$ cat config.mk
export PLATFORM = sky130hd
export DESIGN_NAME = vid_window_crop
export DESIGN_NICKNAME = d
export VERILOG_FILES = /design/src/rtl/vwc_pkg.sv /design/src/rtl/vwc_regs.sv /design/src/rtl/vwc_pos.sv /design/src/rtl/vwc_gate.sv /design/src/rtl/vid_window_crop.sv
export SDC_FILE = /design/constraint.sdc
export NUM_CORES = 1
export LEC_CHECK = 0
export BUFFER_PORTS_ARGS = -buffer_cell sky130_fd_sc_hd__buf_2
export CAP_MARGIN = 0
export CORE_MARGIN = 10
export CORE_UTILIZATION = 60
export CTS_CLUSTER_DIAMETER = 40
export DETAILED_ROUTE_END_ITERATION = 8
export GPL_ROUTABILITY_DRIVEN = 0
export GPL_TIMING_DRIVEN = 0
export HOLD_SLACK_MARGIN = 0.12
export MAX_ROUTING_LAYER = met4
export PLACE_DENSITY = 0.79
export SYNTH_ARGS = -nofsm -noshare
export SYNTH_HDL_FRONTEND = slang
export SYNTH_SLANG_ARGS = --single-unit
$ cat constraint.sdc
create_clock -name clk -period 5.4 [get_ports clk]
set_clock_uncertainty 0.15 [all_clocks]
set_input_delay 1.08 -clock clk [delete_from_list [all_inputs] [get_ports clk]]
set_output_delay 1.08 -clock clk [all_outputs]
set_load 0.01 [all_outputs]
$ cat src/rtl/vwc_pkg.sv
package vwc_pkg;
  localparam int OFF_W   = 10;
  localparam int WCODE_W = 6;
  localparam int HCODE_W = 8;
  localparam int HI_W    = OFF_W - 8;

  typedef struct packed {
    logic [WCODE_W-1:0] wcode;
    logic [HCODE_W-1:0] hcode;
    logic [OFF_W-1:0]   hoff;
    logic [OFF_W-1:0]   voff;
  } win_cfg_t;

  localparam win_cfg_t WIN_RESET = '{wcode: WCODE_W'(8'h16), hcode: HCODE_W'(8'h48),
                                     hoff: '0, voff: '0};

  // span of a coded size in base units (pixels or lines)
  function automatic int unsigned seg_len(input int unsigned code, input int unsigned unit);
    return code * unit;
  endfunction

  // true when pos lies in [off, off+len)
  function automatic logic win_hit(input int unsigned pos, input int unsigned off,
                                   input int unsigned len);
    return (pos >= off) && ((pos - off) < len);
  endfunction
endpackage

$ cat src/rtl/vwc_regs.sv
module vwc_regs
  import vwc_pkg::*;
#(
  parameter logic [2:0] CMT_ADDR = 3'd7
) (
  input  logic       clk,
  input  logic       rst_n,
  input  logic       we,
  input  logic [2:0] addr,
  input  logic [7:0] wdata,
  input  logic       vs_rise,
  output win_cfg_t   act,
  output logic       pending,
  output logic       apply
);
  win_cfg_t shd;

  assign apply = vs_rise & pending;

  always_ff @(posedge clk) begin
    if (!rst_n) begin
      shd <= WIN_RESET;
    end else if (we) begin
      case (addr)
        3'd0: shd.wcode          <= wdata[WCODE_W-1:0];
        3'd1: shd.hcode          <= wdata[HCODE_W-1:0];
        3'd2: shd.hoff[OFF_W-1:8] <= wdata[HI_W-1:0];
        3'd3: shd.hoff[7:0]      <= wdata;
        3'd4: shd.voff[OFF_W-1:8] <= wdata[HI_W-1:0];
        3'd5: shd.voff[7:0]      <= wdata;
        default: ;
      endcase
    end
  end

  always_ff @(posedge clk) begin
    if (!rst_n) begin
      act     <= WIN_RESET;
      pending <= 1'b0;
    end else if (apply) begin
      act     <= shd;
      pending <= 1'b0;
    end else if (we && addr == CMT_ADDR && wdata[7]) begin
      pending <= 1'b1;
    end
  end
endmodule

$ cat src/rtl/vwc_pos.sv
module vwc_pos #(
  parameter int CNT_W = 12
) (
  input  logic             clk,
  input  logic             rst_n,
  input  logic             in_valid,
  input  logic             in_href,
  input  logic             in_vsync,
  output logic             vs_rise,
  output logic             accept,
  output logic [CNT_W-1:0] col,
  output logic [CNT_W-1:0] row
);
  localparam logic [CNT_W-1:0] CNT_MAX = '1;

  logic vs_q, href_q;

  assign vs_rise = in_vsync & ~vs_q;
  assign accept  = in_valid & in_href;

  always_ff @(posedge clk) begin
    if (!rst_n) begin
      vs_q   <= 1'b0;
      href_q <= 1'b0;
      col    <= '0;
      row    <= '0;
    end else begin
      vs_q   <= in_vsync;
      href_q <= in_href;
      if (!in_href)                      col <= '0;
      else if (accept && col != CNT_MAX) col <= col + 1'b1;
      if (vs_rise)                                    row <= '0;
      else if (href_q && !in_href && row != CNT_MAX)  row <= row + 1'b1;
    end
  end
endmodule

$ cat src/rtl/vwc_gate.sv
module vwc_gate
  import vwc_pkg::*;
#(
  parameter int DW    = 8,
  parameter int CNT_W = 12,
  parameter int HSEG  = 16,
  parameter int VSEG  = 4
) (
  input  logic             clk,
  input  logic             rst_n,
  input  logic             accept,
  input  logic             vs_rise,
  input  logic             in_href,
  input  logic [DW-1:0]    in_data,
  input  logic [CNT_W-1:0] col,
  input  logic [CNT_W-1:0] row,
  input  win_cfg_t         act,
  output logic             hit,
  output logic             out_valid,
  output logic [DW-1:0]    out_data,
  output logic             out_sof,
  output logic             out_sol
);
  logic sof_done, sol_done, col_in, row_in;

  assign col_in = win_hit(32'(col), 32'(act.hoff), seg_len(32'(act.wcode), HSEG));
  assign row_in = win_hit(32'(row), 32'(act.voff), seg_len(32'(act.hcode), VSEG));
  assign hit    = accept & col_in & row_in;

  always_ff @(posedge clk) begin
    if (!rst_n) begin
      sof_done  <= 1'b0;
      sol_done  <= 1'b0;
      out_valid <= 1'b0;
      out_data  <= '0;
      out_sof   <= 1'b0;
      out_sol   <= 1'b0;
    end else begin
      out_valid <= hit;
      out_sof   <= hit & ~sof_done;
      out_sol   <= hit & ~sol_done;
      if (hit) out_data <= in_data;
      if (vs_rise)  sof_done <= 1'b0;
      else if (hit) sof_done <= 1'b1;
      if (!in_href) sol_done <= 1'b0;
      else if (hit) sol_done <= 1'b1;
    end
  end
endmodule

$ cat src/rtl/vid_window_crop.sv
module vid_window_crop
  import vwc_pkg::*;
#(
  parameter int DW    = 8,
  parameter int CNT_W = 12,
  parameter int HSEG  = 16,
  parameter int VSEG  = 4
) (
  input  logic          clk,
  input  logic          rst_n,
  input  logic          cfg_we,
  input  logic [2:0]    cfg_addr,
  input  logic [7:0]    cfg_wdata,
  input  logic          pix_valid,
  input  logic [DW-1:0] pix_data,
  input  logic          pix_href,
  input  logic          pix_vsync,
  output logic          crop_valid,
  output logic [DW-1:0] crop_data,
  output logic          crop_sof,
  output logic          crop_sol,
  output logic          commit_pending
);
  logic             vs_rise, accept, hit, apply;
  logic [CNT_W-1:0] col, row;
  win_cfg_t         act;

  vwc_regs u_regs (
    .clk(clk), .rst_n(rst_n), .we(cfg_we), .addr(cfg_addr), .wdata(cfg_wdata),
    .vs_rise(vs_rise), .act(act), .pending(commit_pending), .apply(apply)
  );

  vwc_pos #(.CNT_W(CNT_W)) u_pos (
    .clk(clk), .rst_n(rst_n), .in_valid(pix_valid), .in_href(pix_href),
    .in_vsync(pix_vsync), .vs_rise(vs_rise), .accept(accept), .col(col), .row(row)
  );

  vwc_gate #(.DW(DW), .CNT_W(CNT_W), .HSEG(HSEG), .VSEG(VSEG)) u_gate (
    .clk(clk), .rst_n(rst_n), .accept(accept), .vs_rise(vs_rise), .in_href(pix_href),
    .in_data(pix_data), .col(col), .row(row), .act(act), .hit(hit),
    .out_valid(crop_valid), .out_data(crop_data), .out_sof(crop_sof), .out_sol(crop_sol)
  );
endmodule

==> results of run 1 <==
-- power by group through the flow --
stage,combinational [uW],sequential [uW],clock [uW]
after floorplan,46.7,835,0
after global placement,79.0,834,0
after detailed placement,81.1,834,0
after CTS,81.5,816,483
after global routing,91.3,818,519
final,81.5,816,481
-- Yosys cell counts (3+ instances only) --
cell / instances
nor2_1: 43
a21o_1: 3
a21oi_1: 70
nand3_1: 23
nand2_1: 166
xnor2_1: 14
ha_1: 34
clkbuf_1: 19
nor3_1: 13
o211ai_1: 7
nor3b_1: 3
dfxtp_1: 108
o21ai_0: 9
o311a_1: 3
nand2b_1: 5
xor2_1: 17
mux2i_1: 12
nor2b_1: 5
or3_1: 3
inv_1: 39
nand4_1: 12
-- sequential cells by signal, summed over array words and instances (netlist names) --
register,count
u_regs.shd,34
u_gate.out_sol,1
u_regs.act,34
u_pos.href_q,1
u_gate.out_data,8
u_pos.vs_q,1
u_gate.out_sof,1
u_pos.col,12
u_gate.sof_done,1
u_gate.sol_done,1
u_regs.pending,1
u_gate.out_valid,1
u_pos.row,12
-- stage by stage --
stage | util [%] | worst slack (ns) | instances
floorplan | - | 1.41 | 642
global placement | 65.7 | 0.920 | 782
detailed placement | 65.7 | 0.775 | 782
CTS | 68.1 | 0.748 | 798
global route | 68.1 | 0.334 | 798
finish | 68.1 | 0.665 | 798
-- kinds of logic after synthesis --
| family | share of synthesized area (%) |
|---|---|
| compound gates | 13.0 |
| xor+xnor | 5.27 |
| fa+ha+maj | 8.26 |
| buf+inv | 5.49 |
| flops | 42.0 |
| mux | 2.55 |
| simple gates | 23.4 |
-- worst max-delay path: stages (launching register included) --
cell and delay [ns]:
dfxtp_1 0.42, ha_1 0.25, nor2b_4 0.13, o31a_1 0.28, o41a_4 0.40, a21oi_1 0.29
nor2_1 0.09, a211oi_1 0.31, xnor2_1 0.17, ha_1 0.29, a22oi_1 0.20, nand4_1 0.12
a2111oi_1 0.58, o211ai_1 0.24, nor4_2 0.29, nand3_1 0.12, buf_6 0.17, mux2i_1 0.12
-- worst max path at each step --
stage                       from  slack, ns            endpoint  depth (start not counted)
finish              u_pos.row[1]       0.67  u_gate.out_data[3]                         17
global route        u_pos.row[2]       0.33      u_gate.out_sof                         16
CTS                 u_pos.row[1]       0.75  u_gate.out_data[5]                         17
detailed placement  u_pos.row[1]       0.78  u_gate.out_data[5]                         17
global placement    u_pos.row[1]       0.92  u_gate.out_data[2]                         17
floorplan           u_pos.row[1]       1.41  u_gate.out_data[0]                         17
-- metal layers --
| layer | track usage [%] | vias up | wire length (um) |
|---|---|---|---|
| met1 | 23.4 | 1953 | 5390 |
| met5 | - | - | 0 |
| met3 | 2.98 | 13 | 677 |
| met2 | 29.0 | 121 | 5110 |
| met4 | 5.08 | 0 | 140 |
| li1 | - | 2247 | - |
-- layout make-up --
class                           count  area (um2)
Tap cell                          105         131
Multi-Input combinational cell    469        2710
Clock buffer                       10         138
Timing Repair Buffer               35         175
Clock inverter                      6        60.1
Inverter                           40         150
Sequential cell                   108        2160
Buffer                             25         133
Fill cell                         707        2650
==> impl_metrics.csv, run 1 <==
group,metric,value,unit
global_route,overflow,0,
sta,slew_violations,0,
yosys,synthesis.area,5150,um2
cells_and_area,area_growth,9.79,%
sta,hold_slack,0.280,ns
yosys,synth_top_cell_area_share,42.0,%
floorplanning,core,8300,um2
place,place_area,5460,um2
sta,setup_tns,0,ns
global_route,track_usage,18.2,%
yosys,ys_seq_elements,108,
detailed_routing,wl,11300,um
sta,rsz0062_at_grt,"no",
global_route,grt_pass1_vias,4175,
power,p_sw_share,25.5,%
yosys,avgSynthCellArea,8.02,um2
sta,clock.fmax,211,MHz
cells_and_area,layout-drive-gt1-share,9.09,%
clock_tree,cts_setup_buffers,0,
cells_and_area,mostFrequentLayoutCells,"166 x nand2_1, 108 x dfxtp_1, 70 x a21oi_1",
floorplanning,io_pins,37,
yosys,synthCells,642,
hold_path,hold_end,"u_gate.out_sol",
hold_path,holdCritPathClass,"reg2reg",
sta,hold_viol_final,0,
detailed_routing,viasPerCell,5.43,
critical_path,worstReg2RegEnd,"u_gate.out_data[3]",
power,power,1380,uW
clock_tree,clock_sinks,108,
detailed_routing,first_pass_iters,5,
global_route,grt_pass1_wl,19100,um
clock_tree,htreeDepth,3,
critical_path,r2r_start,"u_pos.row[1]",
place,portBuffers,35,
clock_tree,clock_latency,0.38,ns
detailed_routing,drc,0,
sta,setup_violations,0,
sta,post-route-min-period,4.73,ns
cells_and_area,final_common_cell,"nand2_1",
hold_path,hp-start,"u_gate.sol_done",
critical_path,cp_max_fo,10,
clock_tree,cts_hold_buf,0,
power,combPwrFrac,5.9,%
flow_run,max_cap_viol_count,0,
clock_tree,clkTransAtPathRegs,0.11,ns
floorplanning,dieWidth,113,um
detailed_routing,wl_per_cell,14.2,um
yosys,syn_nets,701,
critical_path,reg2reg_depth,17,
cells_and_area,fin_nets,747,
floorplanning,dieArea,12700,um2
critical_path,crit_required,5.51,ns
floorplanning,die-height,113,um
yosys,synthArstFlopShare,0,%
sta,timing.slew.headroom,55.0,%
place,dpl.hpwl,8700,um
yosys,yosysSeqAreaShare,42.0,%
clock_tree,cts_buffers,9,
detailed_routing,drtIter0Drc,206,
yosys,synth_ff_type,"dfxtp_1",
sta,tightest_slew,0.667,ns
clock_tree,cts_root_buffer,"clkbuf_8",
critical_path,start_kind,"flip-flop",
power,power_frac_seq,59.2,%
critical_path,end_kind,"flip-flop",
clock_tree,cts_tree,"yes",
hold_path,min_path_cells,1,
clock_tree,cts_resized,0,
power,internal_power,1030,uW
yosys,ys_types,49,
yosys,synth_area_leaders,"dfxtp_1 42%, nand2_1 12%, ha_1 8.3%, a21oi_1 6.8%, nor2_1 3.1%",
detailed_routing,antenna_left,0,
power,p_sw,351,uW
power,p_clk_share,34.9,%
global_route,antenna_found_initial,0,
floorplanning,start_util,62.1,%
critical_path,worstPathArrival,4.85,ns
yosys,synth_edf_count,0,
cells_and_area,n_antenna_cell,0,
clock_tree,clk_path_buf_depth,2,
power,p_per_area,244,nW/um2
global_route,grt_start_max_net_pins,20,
outcome,status,"finished clean",
cells_and_area,finish.instance_area,5650,um2
floorplanning,rows,33,
detailed_routing,num_vias,4334,
power,ir_drop,0.140,mV
yosys,yosysWarnings,0,
sta,finalCritPeriodShare,87.7,%
yosys,synth_top_area_cell,"dfxtp_1",
power,leakage,0.00217,uW
critical_path,crit_type,"reg2reg",
critical_path,ff2ff_setup_slack,0.67,ns
No activity file was read; power rests on OpenSTA's default activity.
==> run 2, diff against run 1 <==
==> constraint.sdc (replaced) <==
create_clock -name clk -period 5.4 [get_ports clk]
set_clock_uncertainty 0.15 [all_clocks]
set_input_delay 0.27 -clock clk [delete_from_list [all_inputs] [get_ports clk]]
set_output_delay 0.27 -clock clk [all_outputs]
set_load 0.01 [all_outputs]
==> impl_metrics.csv, run 2 (synthesis results as in run 1) <==
group,metric,value,unit
outcome,status,"finished clean",
global_route,antenna_found_initial,0,
global_route,overflow,0,
power,leakage,0.00224,uW
critical_path,worstReg2RegEnd,"u_gate.out_data[3]",
critical_path,crit_type,"reg2reg",
place,portBuffers,35,
sta,setup_tns,0,ns
power,power,1390,uW
cells_and_area,instances_no_fill,815,
global_route,grt_pass1_wl,19700,um
clock_tree,clkTransAtPathRegs,0.11,ns
power,power_frac_seq,58.8,%
detailed_routing,wl_per_cell,14.3,um
cells_and_area,mostFrequentLayoutCells,"166 x nand2_1, 108 x dfxtp_1, 70 x a21oi_1",
critical_path,cp_max_fo,10,
clock_tree,clock_latency,0.38,ns
global_route,grt_start_max_net_pins,20,
global_route,track_usage,18.8,%
floorplanning,rows,33,
sta,post-route-min-period,4.69,ns
floorplanning,start_util,62.1,%
hold_path,hold_end,"u_pos.col[0]",
power,ir_drop,0.141,mV
critical_path,worstPathArrival,4.80,ns
cells_and_area,n_antenna_cell,0,
power,p_sw,354,uW
power,p_sw_share,25.5,%
sta,rsz0062_at_grt,"no",
power,p_clk_share,34.6,%
critical_path,reg2reg_depth,17,
detailed_routing,wl,11600,um
critical_path,crit_required,5.51,ns
floorplanning,dieArea,12700,um2
sta,slew_violations,0,
sta,hold_slack,0.147,ns
detailed_routing,wl_met2,5380,um
floorplanning,dieWidth,113,um
clock_tree,cts_buffers,9,
detailed_routing,first_pass_iters,5,
flow_run,max_cap_viol_count,0,
hold_path,holdCritPathClass,"in2reg",
power,p_per_area,239,nW/um2
sta,hold_viol_final,0,
detailed_routing,viasPerCell,5.42,
detailed_routing,m1WireLength,5460,um
place,dpl.hpwl,8700,um
place,dp_cells,782,
hold_path,min_path_cells,3,
sta,timing.slew.headroom,54.8,%
clock_tree,htreeDepth,3,
detailed_routing,top_layer,"met4",
cells_and_area,top_regs,"u_regs.act (34), u_regs.shd (34)",
clock_tree,cts_root_buffer,"clkbuf_8",
sta,tightest_slew,0.670,ns
critical_path,r2r_start,"u_pos.row[1]",
sta,clock.fmax,213,MHz
detailed_routing,drtIter0Drc,204,
floorplanning,core,8300,um2
detailed_routing,antenna_left,0,
clock_tree,cts_setup_buffers,0,
hold_path,hp-start,"pix_href",
critical_path,end_kind,"flip-flop",
detailed_routing,num_vias,4421,
global_route,grt_pass1_vias,4254,
power,internal_power,1040,uW
cells_and_area,layout-drive-gt1-share,8.87,%
clock_tree,cts_tree,"yes",
floorplanning,die-height,113,um
cells_and_area,area_growth,13.1,%
detailed_routing,wl_met3,639,um
detailed_routing,drc,0,
critical_path,ff2ff_setup_slack,0.71,ns
sta,setup_violations,0,
power,combPwrFrac,6.6,%
clock_tree,clk_path_buf_depth,2,
clock_tree,clock_sinks,108,
floorplanning,io_pins,37,
cells_and_area,final_common_cell,"nand2_1",
critical_path,start_kind,"flip-flop",
sta,finalCritPeriodShare,86.8,%
cells_and_area,fin_nets,764,
## run 2: how the worst max path moves through the flow
stage | start | endpoint | slack, ns | depth (start not counted)
floorplan | u_pos.row[1] | u_gate.out_data[0] | 1.41 | 17
detailed placement | u_pos.row[1] | u_gate.out_data[5] | 0.78 | 17
finish | u_pos.row[1] | u_gate.out_data[3] | 0.71 | 17
global route | u_pos.row[2] | u_gate.out_sof | 0.33 | 16
global placement | u_pos.row[1] | u_gate.out_data[2] | 0.92 | 17
CTS | u_pos.row[1] | u_gate.out_data[5] | 0.75 | 17
## run 2: worst max-delay path: stages, from the launching register on
cell and delay [ns]:
dfxtp_1 0.42, ha_1 0.25, nor2b_4 0.13, o31a_1 0.28, o41a_4 0.40, a21oi_1 0.29, nor2_1 0.09, a211oi_1 0.31
xnor2_1 0.17, ha_1 0.29, a22oi_1 0.20, nand4_1 0.12, a2111oi_1 0.53, o211ai_1 0.24, nor4_2 0.29, nand3_1 0.12
buf_6 0.17, mux2i_1 0.12
## run 2: layout make-up
class	instances	area (um2)
multi-input combinational	469	2710
fill	678	2470
sequential	108	2160
timing repair buffer	52	345
inverter	40	150
clock buffer	10	138
buffer	25	133
tap	105	131
clock inverter	6	60.1
## run 2: layer usage
layer	vias to the layer above	track usage [%]
met2	120	30.2
met3	13	2.77
met4	0	5.41
met1	2008	23.8
met5	-	-
li1	2280	-
## run 2: power groups by stage
| stage | clock network (uW) | registers (uW) | logic, uW |
|---|---|---|---|
| 6_report | 481 | 816 | 91.7 |
| 5_1_grt | 520 | 818 | 102 |
| 4_1_cts | 483 | 816 | 90.8 |
| 3_5_place_dp | 0 | 834 | 81.1 |
| 3_3_place_gp | 0 | 834 | 79.0 |
| 2_1_floorplan | 0 | 835 | 46.7 |
## run 2: what timing repair did
item | in CTS | in global routing
hold endpoints to repair | 43 | 0
hold buffers | 17 | 0
resized for setup | 0 | 0
## run 2: through the flow
stage | cell area, um2 | setup WS (ns) | utilization, %
finish | 5820 | 0.711 | 70.2
global route | 5820 | 0.334 | 70.2
CTS | 5820 | 0.748 | 70.2
detailed placement | 5460 | 0.775 | 65.7
global placement | 5460 | 0.920 | 65.7
floorplan | 5150 | 1.41 | -
==> run 3, diff against run 2 <==
==> constraint.sdc (replaced) <==
create_clock -name clk -period 4.98 [get_ports clk]
set_clock_uncertainty 0.15 [all_clocks]
set_input_delay 0.249 -clock clk [delete_from_list [all_inputs] [get_ports clk]]
set_output_delay 0.249 -clock clk [all_outputs]
set_load 0.01 [all_outputs]
==> impl_metrics.csv, run 3 (synthesis results as in run 1) <==
group,metric,value,unit
sta,slew_violations,0,
sta,rsz0062_at_grt,"no",
clock_tree,cts_tree,"yes",
sta,setup_tns,0,ns
power,ir_drop,0.153,mV
clock_tree,cts_setup_buffers,0,
floorplanning,rows,33,
sta,finalCritPeriodShare,91.8,%
floorplanning,die-height,113,um
power,power,1510,uW
hold_path,holdCritPathClass,"in2reg",
global_route,overflow,0,
detailed_routing,antenna_left,0,
cells_and_area,layout-drive-gt1-share,9.01,%
clock_tree,clock_sinks,108,
detailed_routing,viasPerCell,5.38,
critical_path,start_kind,"flip-flop",
critical_path,end_kind,"flip-flop",
critical_path,path_depth,17,
critical_path,worstPathArrival,4.69,ns
global_route,grt_pass1_vias,4254,
cells_and_area,n_fill_cell,677,
critical_path,path_cells,"ha_1 -> nor2b_4 -> o31a_1 -> o41a_4 -> a21oi_1 -> nor2_1 -> a211oi_1 -> xnor2_1 -> ha_1 -> a22oi_1 -> nand4_1 -> a2111oi_2 -> o211ai_1 -> nor4_2 -> nand3_1 -> buf_6 -> mux2i_1",
sta,worst_slack,0.407,ns
cells_and_area,seqCellArea,2160,um2
sta,hold_viol_final,0,
clock_tree,cts_buffers,9,
power,leakage,0.00225,uW
flow_run,max_cap_viol_count,0,
floorplanning,io_pins,37,
clock_tree,htreeDepth,3,
global_route,track_usage,18.8,%
global_route,grt_start_max_net_pins,20,
floorplanning,start_util,62.1,%
critical_path,crit_required,5.09,ns
clock_tree,cts_root_buffer,"clkbuf_8",
cells_and_area,fin_nets,764,
global_route,antenna_found_initial,0,
cells_and_area,final_common_cell,"nand2_1",
place,portBuffers,35,
critical_path,crit_path_top_delay_cell,"dfxtp_1",
critical_path,path_buf_inv,1,
sta,timing.slew.headroom,54.3,%
floorplanning,dieWidth,113,um
clock_tree,clock_latency,0.38,ns
cells_and_area,utilization,70.2,%
clock_tree,clk_path_buf_depth,2,
hold_path,min_path_cells,3,
detailed_routing,wl_per_cell,14.2,um
cells_and_area,top_regs,"u_regs.act (34), u_regs.shd (34)",
global_route,grt_pass1_wl,19700,um
detailed_routing,drc,0,
detailed_routing,num_vias,4388,
sta,setup_violations,0,
clock_tree,clkTransAtPathRegs,0.11,ns
sta,post-route-min-period,4.57,ns
critical_path,crit_family,"compound AO/OA/AOI/OAI gates",
sta,hold_slack,0.126,ns
cells_and_area,n_antenna_cell,0,
critical_path,crit_type,"reg2reg",
detailed_routing,drtIter0Drc,204,
power,p_per_area,258,nW/um2
critical_path,reg2reg_depth,17,
cells_and_area,multi_input_area,2710,um2
floorplanning,core,8300,um2
floorplanning,dieArea,12700,um2
sta,clock.fmax,219,MHz
critical_path,cpMostUsedCell,"ha_1",
cells_and_area,area_growth,13.2,%
place,dp_slack,0.355,ns
critical_path,cp_max_fo,10,
detailed_routing,first_pass_iters,5,
sta,tightest_slew,0.677,ns
place,dpl.hpwl,8700,um
outcome,status,"finished clean",
cells_and_area,mostFrequentLayoutCells,"166 x nand2_1, 108 x dfxtp_1, 70 x a21oi_1",
critical_path,cpPeakStageDelay,0.43,ns
detailed_routing,wl,11600,um
==> run 3: cell count changes in the layout (fill, tap and decap cells not counted) <==
cell,change
a2111oi_2,+1
a2111oi_1,-1
==> run 3: metrics by stage <==
stage	cell area (um2)	cells
after floorplan	5150	642
after global placement	5460	782
after detailed placement	5460	782
after CTS	5820	815
after global routing	5830	815
final	5830	815
==> run 3: power by group <==
part	switching [uW]	leakage (uW)	internal, uW
Clock	317	0.0000934	205
Combinational	58.5	0.00128	40.9
Sequential	8.13	0.000874	877
Total	383	0.00225	1120
==> run 3: area by class of cell <==
| cell class | instances | area share (%) |
|---|---|---|
| tap | 105 | 2.25 |
| clock buffer | 10 | 2.36 |
| clock inverter | 6 | 1.03 |
| inverter | 40 | 2.58 |
| sequential | 108 | 37.1 |
| multi-input combinational | 469 | 46.5 |
| buffer | 25 | 2.28 |
| timing repair buffer | 52 | 5.92 |
==> run 3: metal layers <==
| layer | vias up | GRT usage [%] | share of wire, % |
|---|---|---|---|
| li1 | 2286 | - | - |
| met1 | 1980 | 23.8 | 48 |
| met2 | 107 | 30.2 | 46 |
| met3 | 15 | 2.77 | 4.3 |
| met4 | 0 | 5.41 | 1.4 |
| met5 | - | - | 0 |
==> run 3: repair_timing <==
| action | in CTS | in global routing |
|---|---|---|
| setup endpoints to repair | 0 | 3 |
| resized for setup | 0 | 1 |
| endpoints found under the hold margin | 43 | 0 |
| hold buffers | 17 | 0 |
==> run 3: worst register-to-register path, stage by stage (launching register included) <==
cell and delay [ns]:
dfxtp_1 0.43, ha_1 0.26, nor2b_4 0.13, o31a_1 0.28, o41a_4 0.40, a21oi_1 0.30, nor2_1 0.09, a211oi_1 0.31
xnor2_1 0.17, ha_1 0.29, a22oi_1 0.20, nand4_1 0.14, a2111oi_2 0.42, o211ai_1 0.21, nor4_2 0.27, nand3_1 0.12
buf_6 0.17, mux2i_1 0.13
==> run 3: path summary, 6_finish.rpt <==
| kind | start | to | slack [ns] |
|---|---|---|---|
| setup / recovery | u_pos.row[1] | u_gate.out_data[3] | 0.41 |
| hold / removal | pix_href | u_pos.col[0] | 0.13 |
| setup reg to reg | u_pos.row[1] | u_gate.out_data[3] | 0.41 |
| hold reg to reg | u_gate.sol_done | u_gate.out_sol | 0.28 |
